`src/rtl/flash_opctl_pkg.sv`:
```
package flash_opctl_pkg;

  typedef enum logic [2:0] {
    REG_STAT  = 3'd0,
    REG_SID   = 3'd1,
    REG_RDID  = 3'd2,
    REG_MEMOP = 3'd3,
    REG_ISR   = 3'd4,
    REG_IMR   = 3'd5,
    REG_CSEL  = 3'd6
  } regSel_e;

  localparam logic [7:0] OP_BULK = 8'd1;
  localparam logic [7:0] OP_SECT = 8'd2;
  localparam logic [7:0] OP_PROT = 8'd3;

  typedef struct packed {
    logic opWr;      // memory-operation word accepted
    logic protSet;   // set protect bit of sectIdx
    logic eraseGo;   // launch an erase
    logic bulk;      // launch is bulk
    logic illErase;  // rejected erase
    logic illWrite;  // rejected window write
    logic fwdWr;     // forward window write
    logic isrWr;     // write-one-to-clear on status flags
    logic imrWr;     // mask register write
    logic csWr;      // chip-select register write
  } strobe_t;

endpackage

```
`src/rtl/flash_opctl_ctrl.sv`:
```
module flash_opctl_ctrl
  import flash_opctl_pkg::*;
#(
  parameter int ADDR_W      = 20,
  parameter int SECT_BITS   = 16,
  parameter int BUSY_CYCLES = 40,
  localparam int IDX_W      = ADDR_W - SECT_BITS,
  localparam int NSECT      = 1 << IDX_W,
  localparam int CNT_W      = $clog2(BUSY_CYCLES + 1)
) (
  input  logic             clk,
  input  logic             rst_n,
  input  logic             regValid,
  input  logic             regWrite,
  input  logic [2:0]       regAddr,
  input  logic [8+IDX_W-1:0] cmdWord,
  input  logic             winValid,
  input  logic [IDX_W-1:0] winSect,
  input  logic [NSECT-1:0] protBits,
  output strobe_t          strb,
  output logic [IDX_W-1:0] sectIdx,
  output logic             busy
);

  logic [CNT_W-1:0] busyCnt;
  logic             wrAcc;
  logic [7:0]       opCode;

  assign wrAcc   = regValid && regWrite;
  assign opCode  = cmdWord[7:0];
  assign sectIdx = cmdWord[8 +: IDX_W];
  assign busy    = (busyCnt != '0);

  always_comb begin
    strb       = '0;
    strb.isrWr = wrAcc && (regAddr == REG_ISR);
    strb.imrWr = wrAcc && (regAddr == REG_IMR);
    strb.csWr  = wrAcc && (regAddr == REG_CSEL);
    if (wrAcc && (regAddr == REG_MEMOP) && !busy) begin
      strb.opWr = 1'b1;
      case (opCode)
        OP_BULK: begin
          if (|protBits) strb.illErase = 1'b1;
          else begin
            strb.eraseGo = 1'b1;
            strb.bulk    = 1'b1;
          end
        end
        OP_SECT: begin
          if (protBits[sectIdx]) strb.illErase = 1'b1;
          else strb.eraseGo = 1'b1;
        end
        OP_PROT: strb.protSet = 1'b1;
        default: ;
      endcase
    end
    if (winValid) begin
      if (protBits[winSect]) strb.illWrite = 1'b1;
      else strb.fwdWr = 1'b1;
    end
  end

  always_ff @(posedge clk) begin
    if (!rst_n) busyCnt <= '0;
    else if (strb.eraseGo) busyCnt <= CNT_W'(BUSY_CYCLES);
    else if (busy) busyCnt <= busyCnt - CNT_W'(1);
  end

  // an accepted erase keeps the block busy on the next cycle
  a_r3_busy_after_go: assert property (@(posedge clk) disable iff (!rst_n)
    strb.eraseGo |=> busy);

  // a busy block never accepts a command word
  a_r6_busy_blocks_op: assert property (@(posedge clk) disable iff (!rst_n)
    busy |-> !strb.opWr);

endmodule

```
`src/rtl/flash_opctl_dp.sv`:
```
module flash_opctl_dp
  import flash_opctl_pkg::*;
#(
  parameter int          ADDR_W    = 20,
  parameter int          SECT_BITS = 16,
  parameter int          CS_W      = 2,
  parameter logic [31:0] SID_VAL   = 32'h5A5A_0001,
  localparam int         IDX_W     = ADDR_W - SECT_BITS,
  localparam int         NSECT     = 1 << IDX_W
) (
  input  logic              clk,
  input  logic              rst_n,
  input  strobe_t           strb,
  input  logic [IDX_W-1:0]  sectIdx,
  input  logic              busy,
  input  logic              regRead,
  input  logic [2:0]        regAddr,
  input  logic [31:0]       regWdata,
  input  logic              winValid,
  input  logic [ADDR_W-1:0] winAddr,
  input  logic [31:0]       winData,
  output logic [NSECT-1:0]  protBits,
  output logic              regRvalid,
  output logic [31:0]       regRdata,
  output logic              memWrEn,
  output logic [ADDR_W-1:0] memWrAddr,
  output logic [31:0]       memWrData,
  output logic              eraseStart,
  output logic              eraseBulk,
  output logic [IDX_W-1:0]  eraseSector,
  output logic [CS_W-1:0]   chipSel,
  output logic              irq
);

  localparam logic [31:0] RDID_VAL = 32'(ADDR_W + 6);

  logic [1:0]  isrQ, imrQ, isrClr;
  logic [31:0] opQ, rdNext;

  generate
    for (genvar s = 0; s < NSECT; s++) begin : g_prot
      always_ff @(posedge clk) begin
        if (!rst_n) protBits[s] <= 1'b0;
        else if (strb.protSet && (sectIdx == IDX_W'(s))) protBits[s] <= 1'b1;
      end
    end
  endgenerate

  assign isrClr = strb.isrWr ? regWdata[1:0] : 2'b00;
  assign irq    = |(isrQ & imrQ);

  always_ff @(posedge clk) begin
    if (!rst_n) begin
      isrQ    <= '0;
      imrQ    <= '0;
      chipSel <= '0;
      opQ     <= '0;
    end else begin
      isrQ <= (isrQ & ~isrClr) | {strb.illWrite, strb.illErase};
      if (strb.imrWr) imrQ <= regWdata[1:0];
      if (strb.csWr) chipSel <= regWdata[CS_W-1:0];
      if (strb.opWr) opQ <= regWdata;
    end
  end

  always_comb begin
    case (regAddr)
      REG_STAT:  rdNext = {31'd0, busy};
      REG_SID:   rdNext = SID_VAL;
      REG_RDID:  rdNext = RDID_VAL;
      REG_MEMOP: rdNext = opQ;
      REG_ISR:   rdNext = {30'd0, isrQ};
      REG_IMR:   rdNext = {30'd0, imrQ};
      REG_CSEL:  rdNext = 32'(chipSel);
      default:   rdNext = '0;
    endcase
  end

  always_ff @(posedge clk) begin
    if (!rst_n) begin
      regRvalid   <= 1'b0;
      regRdata    <= '0;
      memWrEn     <= 1'b0;
      memWrAddr   <= '0;
      memWrData   <= '0;
      eraseStart  <= 1'b0;
      eraseBulk   <= 1'b0;
      eraseSector <= '0;
    end else begin
      regRvalid  <= regRead;
      if (regRead) regRdata <= rdNext;
      memWrEn    <= strb.fwdWr;
      if (strb.fwdWr) begin
        memWrAddr <= winAddr;
        memWrData <= winData;
      end
      eraseStart <= strb.eraseGo;
      if (strb.eraseGo) begin
        eraseBulk   <= strb.bulk;
        eraseSector <= sectIdx;
      end
    end
  end

  // a sector erase is only launched on an unprotected sector
  a_r4_sector_unprotected: assert property (@(posedge clk) disable iff (!rst_n)
    (strb.eraseGo && !strb.bulk) |-> !protBits[sectIdx]);

  // a bulk erase is only launched with no protection set
  a_r5_bulk_needs_clear: assert property (@(posedge clk) disable iff (!rst_n)
    (strb.eraseGo && strb.bulk) |-> (protBits == '0));

  // a raised write flag is visible next cycle even under a clear
  a_r8_set_wins: assert property (@(posedge clk) disable iff (!rst_n)
    strb.illWrite |=> isrQ[1]);

  // forwarded writes only follow an accepted window write
  a_r7_fwd_from_window: assert property (@(posedge clk) disable iff (!rst_n)
    memWrEn |-> $past(winValid));

endmodule

```
`src/rtl/flash_opctl.sv`:
```
module flash_opctl
  import flash_opctl_pkg::*;
#(
  parameter int          ADDR_W      = 20,
  parameter int          SECT_BITS   = 16,
  parameter int          BUSY_CYCLES = 40,
  parameter int          CS_W        = 2,
  parameter logic [31:0] SID_VAL     = 32'h5A5A_0001,
  localparam int         IDX_W       = ADDR_W - SECT_BITS,
  localparam int         NSECT       = 1 << IDX_W
) (
  input  logic              clk,
  input  logic              rst_n,
  input  logic              regValid,
  input  logic              regWrite,
  input  logic [2:0]        regAddr,
  input  logic [31:0]       regWdata,
  output logic              regReady,
  output logic              regRvalid,
  output logic [31:0]       regRdata,
  input  logic              winValid,
  input  logic [ADDR_W-1:0] winAddr,
  input  logic [31:0]       winData,
  output logic              winReady,
  output logic              memWrEn,
  output logic [ADDR_W-1:0] memWrAddr,
  output logic [31:0]       memWrData,
  output logic              eraseStart,
  output logic              eraseBulk,
  output logic [IDX_W-1:0]  eraseSector,
  output logic [CS_W-1:0]   chipSel,
  output logic              irq
);

  strobe_t          strb;
  logic [IDX_W-1:0] sectIdx;
  logic [NSECT-1:0] protBits;
  logic             busy;

  assign regReady = 1'b1;
  assign winReady = 1'b1;

  flash_opctl_ctrl #(
    .ADDR_W(ADDR_W), .SECT_BITS(SECT_BITS), .BUSY_CYCLES(BUSY_CYCLES)
  ) u_ctrl (
    .clk(clk), .rst_n(rst_n),
    .regValid(regValid), .regWrite(regWrite), .regAddr(regAddr),
    .cmdWord(regWdata[8+IDX_W-1:0]),
    .winValid(winValid), .winSect(winAddr[ADDR_W-1:SECT_BITS]),
    .protBits(protBits), .strb(strb), .sectIdx(sectIdx), .busy(busy)
  );

  flash_opctl_dp #(
    .ADDR_W(ADDR_W), .SECT_BITS(SECT_BITS), .CS_W(CS_W), .SID_VAL(SID_VAL)
  ) u_dp (
    .clk(clk), .rst_n(rst_n), .strb(strb), .sectIdx(sectIdx), .busy(busy),
    .regRead(regValid && !regWrite), .regAddr(regAddr), .regWdata(regWdata),
    .winValid(winValid), .winAddr(winAddr), .winData(winData),
    .protBits(protBits), .regRvalid(regRvalid), .regRdata(regRdata),
    .memWrEn(memWrEn), .memWrAddr(memWrAddr), .memWrData(memWrData),
    .eraseStart(eraseStart), .eraseBulk(eraseBulk), .eraseSector(eraseSector),
    .chipSel(chipSel), .irq(irq)
  );

endmodule

```
`config.mk`:
```
export PLATFORM = sky130hd
export DESIGN_NAME = flash_opctl
export DESIGN_NICKNAME = d
export VERILOG_FILES = /design/src/rtl/flash_opctl_pkg.sv /design/src/rtl/flash_opctl_ctrl.sv /design/src/rtl/flash_opctl_dp.sv /design/src/rtl/flash_opctl.sv
export SDC_FILE = /design/constraint.sdc
export NUM_CORES = 1
export LEC_CHECK = 0
export ABC_AREA = 0
export BUFFER_PORTS_ARGS = -buffer_cell sky130_fd_sc_hd__buf_2
export CORE_UTILIZATION = 40
export DETAILED_ROUTE_END_ITERATION = 10
export MAX_ROUTING_LAYER = met4
export PLACE_DENSITY = 0.72
export SLEW_MARGIN = 10
export SYNTH_ARGS = -nofsm -noshare
export SYNTH_HDL_FRONTEND = slang
export SYNTH_SLANG_ARGS = --single-unit
```
`constraint.sdc`:
```
create_clock -name clk -period 6.9 [get_ports clk]
set_clock_uncertainty 0.15 [all_clocks]
set_input_delay 1.035 -clock clk [delete_from_list [all_inputs] [get_ports clk]]
set_output_delay 1.035 -clock clk [all_outputs]
set_load 0.05 [all_outputs]
```
==> impl_results.md, run 1 <==
- Status: finished clean
- Crit path kind: input port to register
- Drt total wl: 14,900 µm
- Synthesis Warnings: 0
- WL/cell: 13.9 µm
- Max Fclk: 0.299 GHz
- Final core occ: 50.6%
- Min Tclk post-route: 3.34 ns
- Multi-input gate area: 2810 µm²
- Post-synthesis compound-gate area fraction: 17.9%
- Port bufs: 186
- Post-cts gate resize count: 0
- RSZ-0062 raised after global routing: no
- Post-synth top area share: 49.3%
- Largest net degree at the start of global routing: 122
- Async set-reset flop share out of synthesis: 0%
- Num CTS Buffers: 17
- # setup viols final: 0
- GPL Wtd Cong: 0.862
- Hold Path Class: register to register
- Pre-antenna DRT Iters: 4
- Synth unique cells: 49
- DR vias/cell: 5.10
- Gr ovfl total: 0
- Share of post-route cells with drive strength above 1: 29.9%
- Worst slew margin: 20.7%
- Top FF cell, synth: dfxtp_1
- Post-Synth Simple-Gate Area: 21.9%
- Final-layout fill cell count: 1,449
- Slew Limit Fails: 0
- Pwr dens: 279 nW/µm²
- Post-Synth XOR/XNOR Area: 0.426%
- Setup TNS: 0 ns
- Measured slew at the worst slew-check pin: 1.19 ns
- Cell accounting for the most synthesized area: dfxtp_1
- Post-DRT Antenna Nets: 0
- Iteration-0 DRC Markers: 288
- # hold bufs at CTS: 0
- CP Capture Type: register
- Multiplexer share of the synthesized area: 4.75%
- Worst vdd ir: 176 µV
- Ports: 189
- Mapped Cells: 720
- H-tree levels: 4
- Final Hold Vio Count: 0
- Worst r2r src: u_dp.protBits[14]$_SDFFE_PN0P_
- Largest family of logic cells by synthesized area: simple AND/OR/NAND/NOR gates
- Register area share after synthesis: 49.3%
- Max_cap viols: 0
- Initial antenna violation count: 1
- First-pass GRT wire length: 24,200 µm
- Row count: 45
- Power Total: 2.14 mW
- Worst-path clk slew: 0.06 ns
- RR Endpoint: u_dp.memWrData[24]$_SDFFE_PN0P_
- Register area: 3040 µm²
- Mean Syn Cell Area: 8.57 µm²
- DRC: 0
- Post-CTS setup buffers: 0
- Hpwl dp: 10,100 µm
- Core box area: 15,100 µm²
- Commonest non-fill, non-tap cell in the layout: buf_2
- R2R Setup Slk: 4.05 ns
- Synthesized flop and latch total: 152
- CP Launch Point: winAddr[18]
- WP data arrival: 3.46 ns
- Clock Sinks: 152
- Worst-path fanout max: 102
- Cell Area, Synth: 6170 µm²
- CTS tree: built
- Fin nets: 968
- Longest Clk Path Bufs: 2
- Starting Density: 40.7%
- Crit path to: u_dp.memWrData[24]$_SDFFE_PN0P_
- Layout area overhead: 24.4%
- Most frequent cells in the layout: buf_2, dfxtp_1, nand2_1
- Synth top area cells: dfxtp_1, nand2_1, nand3_1
- Synth Area in Adders: 0.406%
- Required time worst endpoint: 7.01 ns
- Root buf cell: clkbuf_16
- Die X: 126 µm
- Startpoint types: input port
- Die H: 126 µm
- Via Count: 5,488
- Clk Latency, worst-skew pair: 0.42 ns
- Post-synth EDFFs: 0
- Leak Pwr: 3.30 nW
- Tcrit/Tclk final: 48.5%
- GRT Util Overall: 19.6%
- Die area: 15,900 µm²
- Vias in the first global route: 4,865
- Worst reg2reg path depth: 5
==> layer usage <==
layer  share of wire [%]  global-route usage, %  vias to the layer above
met5                   0                      -                        -
met4                0.91                   7.09                        0
met3                 5.2                   4.72                       12
met2                  48                   31.0                      157
met1                  46                   24.3                     2516
li1                    -                      -                     2803
==> critical path: stages <==
cell      delay [ns]
buf_2           0.15
mux4_1          0.60
mux4_2          0.50
nand2b_4        0.65
nand3_1         0.35
o21ai_2         0.07
==> sequential cells by signal (all words and copies together) (netlist names), 2 cells and up <==
signal            flops
u_dp.opQ             32
u_dp.memWrData       32
u_ctrl.busyCnt        6
u_dp.regRdata        32
u_dp.protBits        16
u_dp.isrQ             2
u_dp.imrQ             2
u_dp.memWrAddr       20
u_dp.chipSel          2
u_dp.eraseSector      4
==> cells in the mapped netlist (7+ instances only) <==
master    number
a22oi_1       21
o21ai_0       15
nand2_1      133
nor2_1        72
a21oi_1       57
o21ai_1       20
inv_1          7
o21ai_2       30
o21a_1        13
dfxtp_1      152
buf_6          9
nand3_1       66
clkbuf_1      40
mux4_2         8
==> cell type report <==
cell class / count / area share [%]
flip-flops and latches: 152 / 39.7
clock buffers: 20 / 6.08
inverters: 8 / 0.392
clock inverters: 12 / 1.50
diodes: 1 / 0.0326
well taps: 188 / 3.07
multi-input cells: 504 / 36.6
repair buffers: 191 / 12.7
==> where the power goes <==
group / total [mW] / internal, mW / switching, mW
combinational: 0.299 / 0.0957 / 0.204
clock: 0.903 / 0.530 / 0.374
sequential: 0.935 / 0.915 / 0.0197
total: 2.14 / 1.54 / 0.597
==> worst min path at each step <==
stage,slack [ns],from,cells after the start,to
3_3_place_gp,0.29,u_dp.opQ[22]$_SDFFE_PN0P_,2,u_dp.opQ[22]$_SDFFE_PN0P_
4_1_cts,0.30,u_dp.opQ[27]$_SDFFE_PN0P_,2,u_dp.opQ[27]$_SDFFE_PN0P_
2_1_floorplan,0.28,u_dp.opQ[3]$_SDFFE_PN0P_,2,u_dp.opQ[3]$_SDFFE_PN0P_
3_5_place_dp,0.29,u_dp.opQ[27]$_SDFFE_PN0P_,2,u_dp.opQ[27]$_SDFFE_PN0P_
5_1_grt,0.32,u_dp.memWrAddr[9]$_SDFFE_PN0P_,2,u_dp.memWrAddr[9]$_SDFFE_PN0P_
6_report,0.30,u_dp.regRdata[4]$_SDFFE_PN0P_,2,u_dp.regRdata[4]$_SDFFE_PN0P_
==> stage by stage <==
stage,cell area (µm²),hold slack (ns),instances,worst slack [ns]
floorplan,6170,0.281,721,3.92
global placement,7090,0.288,1043,3.16
detailed placement,7090,0.293,1043,3.14
CTS,7670,0.302,1075,3.58
global route,7670,0.322,1076,3.40
finish,7670,0.299,1076,3.56
==> logic make-up (layout without fill, tap and decap cells) <==
group,Yosys count,count (layout)
flip-flops,152,152
XOR/XNOR,3,3
other,1,3
AND/OR/NAND/NOR,309,309
buffers and inverters,65,231
AO/OA/AOI/OAI,172,172
multiplexers,16,16
adder cells (fa/ha/maj),2,2
Note: power is estimated with default switching activity, not from simulation.
==> run 2: changes to the inputs <==
--- a/config.mk
+++ b/config.mk
@@ -5,7 +5,7 @@
 export SDC_FILE = /design/constraint.sdc
 export NUM_CORES = 1
 export LEC_CHECK = 0
-export ABC_AREA = 0
+export ABC_AREA = 1
 export BUFFER_PORTS_ARGS = -buffer_cell sky130_fd_sc_hd__buf_2
 export CORE_UTILIZATION = 40
 export DETAILED_ROUTE_END_ITERATION = 10
==> constraint.sdc (replaced) <==
create_clock -name clk -period 3.2 [get_ports clk]
set_clock_uncertainty 0.15 [all_clocks]
set_input_delay 0.48 -clock clk [delete_from_list [all_inputs] [get_ports clk]]
set_output_delay 0.48 -clock clk [all_outputs]
set_load 0.05 [all_outputs]
==> run 2 against run 1 <==
  * Non-clock buffer count up 7
  * Largest power group unchanged
  * Critical path type is now register to register
  * Die area rose by 0.52%
  * Combinational power grew to 2.8 times the previous value
  * Setup slack worse by 2.8 ns
  * Worst hold slack got worse by 0.16 ns
==> impl_results.md, run 2 <==
- Switching share of total power: 29.1% (was 27.9%)
- Place WS: 0.707 ns (was 3.14 ns)
- Top FF cell, synth: dfxtp_1 (unchanged)
- Starting Density: 40.9% (was 40.7%)
- Synthesized flop and latch total: 152 (unchanged)
- Final Hold Vio Count: 0 (unchanged)
- Register area: 3040 µm² (unchanged)
- Tcrit/Tclk final: 75.3%
- Num CTS Buffers: 17 (unchanged)
- Synthesis Warnings: 0 (unchanged)
- Biggest regs: u_dp.memWrData: 32 flops, u_dp.opQ: 32 flops, u_dp.regRdata: 32 flops (unchanged)
- Worst vdd ir: 416 µV (was 176 µV)
- Core box area: 15,100 µm² (unchanged)
- Die H: 126 µm (about the same)
- Measured slew at the worst slew-check pin: 0.630 ns (was 1.19 ns)
- Fin nets: 1,074 (was 968)
- Switch Pwr: 1.39 mW (was 0.597 mW)
- Post-synth EDFFs: 0 (unchanged)
- CTS tree: built (unchanged)
- Initial antenna violation count: 0 (was 1)
- Setup TNS: 0 ns (unchanged)
- Post-DRT Antenna Nets: 0 (unchanged)
- GPL Wtd Cong: 0.857 (was 0.862)
- Commonest non-fill, non-tap cell in the layout: buf_2 (unchanged)
- Hpwl dp: 11,300 µm (was 10,100 µm)
- Pre-antenna DRT Iters: 5 (was 4)
- Layout area overhead: 25.1% (was 24.4%)
- Die X: 126 µm (about the same)
- Die area: 16,000 µm² (was 15,900 µm²)
- Mean Syn Cell Area: 7.52 µm² (was 8.57 µm²)
- Pwr dens: 616 nW/µm² (was 279 nW/µm²)
- Synth unique cells: 28 (was 49)
- Most instantiated cells after synthesis: nand2_1, dfxtp_1, a21oi_1 (was dfxtp_1, nand2_1, nor2_1)
- Max_cap viols: 0 (unchanged)
- Final-layout fill cell count: 1,479 (was 1,449)
- Post-Synth Simple-Gate Area: 24.2% (was 21.9%)
- Status: finished clean (unchanged)
- GRT Util Overall: 21.7% (was 19.6%)
- Flop pwr share: 43.1% (was 43.7%)
- Hold Path Class: input port to register (was register to register)
- Top-count cell post-synth: nand2_1 (was dfxtp_1)
- WL/cell: 14.1 µm (was 13.9 µm)
- Async set-reset flop share out of synthesis: 0% (unchanged)
- Worst slew margin: 58.0% (was 20.7%)
- Row count: 45 (unchanged)
- Clock network power share: 39.7% (was 42.3%)
- Gr ovfl total: 0 (unchanged)
- Setup slack after layout: 0.789 ns (was 3.56 ns)
- Min Tclk post-route: 2.41 ns
- R2R Setup Slk: 0.79 ns (was 4.05 ns)
- Post-synthesis compound-gate area fraction: 17.7% (was 17.9%)
- Post-Synth XOR/XNOR Area: 0.565% (was 0.426%)
- Leak Pwr: 3.52 nW (was 3.30 nW)
- Slew Limit Fails: 0 (unchanged)
- Longest Clk Path Bufs: 2 (unchanged)
- Internal: 3.38 mW (was 1.54 mW)
- Iteration-0 DRC Markers: 465 (was 288)
- Post-CTS setup buffers: 0 (unchanged)
- Share of post-route cells with drive strength above 1: 24.0% (was 29.9%)
- Synth top area cells: dfxtp_1, a21oi_1, nand2_1 (was dfxtp_1, nand2_1, nand3_1)
- Root buf cell: clkbuf_16 (unchanged)
- Cell Area, Synth: 6200 µm² (was 6170 µm²)
- # hold bufs at CTS: 0 (unchanged)
- H-tree levels: 4 (unchanged)
- Port bufs: 186 (unchanged)
- CP Capture Type: register (unchanged)
- Register area share after synthesis: 49.1% (was 49.3%)
- # setup viols final: 0 (unchanged)
- Multi-input gate area: 2680 µm² (was 2810 µm²)
- Worst-path clk slew: 0.06 ns (about the same)
- Clk Latency, worst-skew pair: 0.42 ns (about the same)
- Drt total wl: 16,700 µm (was 14,900 µm)
- Required time worst endpoint: 3.39 ns (was 7.01 ns)
- Multiplexer share of the synthesized area: 0.161% (was 4.75%)
- Ports: 189 (unchanged)
- Mapped Cells: 824 (was 720)
- DRC: 0 (unchanged)
- Max Fclk: 0.415 GHz
- Clock Sinks: 152 (unchanged)
- WP data arrival: 2.60 ns (was 3.46 ns)
- Most frequent cells in the layout: buf_2, nand2_1, dfxtp_1 (was buf_2, dfxtp_1, nand2_1)
- ANT cells: 0 (was 1)
- Via Count: 6,156 (was 5,488)
- Startpoint types: register (was input port)
- Post-synth top area share: 49.1% (was 49.3%)
- First-pass GRT wire length: 27,300 µm (was 24,200 µm)
- Post-cts gate resize count: 0 (unchanged)
- Logic pwr share: 17.3% (was 14.0%)
- Worst-path fanout max: 29 (was 102)
- Cell accounting for the most synthesized area: dfxtp_1 (unchanged)
- RSZ-0062 raised after global routing: no (unchanged)
- Synth Area in Adders: 0.404% (was 0.406%)
- Largest family of logic cells by synthesized area: simple AND/OR/NAND/NOR gates (unchanged)
- Largest net degree at the start of global routing: 58 (was 122)
- DR vias/cell: 5.22 (was 5.10)
- Vias in the first global route: 5,580 (was 4,865)
- Crit path kind: register to register (was input port to register)
==> run 2: cell count changes after synthesis, sizes merged, moves of 6 or more <==
| cell | delta |
|---|---|
| inv | +48 |
| o21a | -13 |
| buf | +7 |
| mux4 | -10 |
| o21ai | +10 |
| a22oi | -21 |
| nand2 | +39 |
| nor2 | -24 |
| nand4 | +59 |
| nand3 | -29 |
| nand2b | -6 |
| a21oi | +75 |
==> run 2: layout make-up <==
cell class              instances  area share (%)
inverters                      58            2.81
flip-flops and latches        152            39.2
well taps                     188            3.03
repair buffers                198            13.2
clock buffers                  23            6.29
clock inverters                 8           0.920
multi-input cells             553            34.5
==> run 2: final timing paths <==
check,from,to,depth (start not counted)
setup reg to reg,u_ctrl.busyCnt[0]$_SDFFE_PP0P_,u_dp.protBits[5]$_SDFFE_PN0P_,10
setup / recovery,u_ctrl.busyCnt[0]$_SDFFE_PP0P_,u_dp.protBits[5]$_SDFFE_PN0P_,10
hold / removal,regWdata[26],u_dp.opQ[26]$_SDFFE_PN0P_,3
hold reg to reg,u_dp.opQ[28]$_SDFFE_PN0P_,u_dp.opQ[28]$_SDFFE_PN0P_,2
==> run 2: per-layer routing <==
layer,up-vias,global-route usage [%],wire length [µm]
li1,3096,-,-
met1,2860,27.6,7610
met2,176,34.7,8100
met3,24,3.46,665
met4,0,8.50,321
met5,-,-,0
==> run 2: power groups by stage <==
stage                     clock [mW]  combinational (mW)  sequential [mW]
after floorplan                    0               0.406             2.30
after global placement             0               0.816             2.09
after detailed placement           0               0.822             2.10
after CTS                       1.92               0.827             2.06
after global routing            2.00               0.907             2.07
final                           1.89               0.825             2.06
==> run 2: logic make-up (layout without fill, tap and decap cells) <==
kind of cell,count (synthesis),in the layout
flip-flops,152,152
XOR/XNOR,4,4
AND/OR/NAND/NOR,329,329
buffers and inverters,120,287
AO/OA/AOI/OAI,215,215
other,1,2
adder cells (fa/ha/maj),2,2
multiplexers,1,1
==> run 2: stage by stage <==
step	util [%]	power, mW	hold WS, ns	std cells	area [µm²]
after floorplan	-	2.70	0.275	825	6200
after global placement	47.5	2.91	0.286	1149	7200
after detailed placement	47.5	2.92	0.294	1149	7200
after CTS	51.2	4.80	0.126	1180	7750
after global routing	51.2	4.98	0.135	1180	7750
final	51.2	4.77	0.139	1180	7750
==> run 2: critical path: stages (launching register included) <==
cell     delay [ns]
dfxtp_1        0.31
inv_1          0.13
ha_1           0.16
nand2_1        0.05
inv_1          0.07
nand3_2        0.18
nor3_4         0.20
inv_2          0.23
nor3_4         0.55
nand3_1        0.15
a21oi_1        0.16
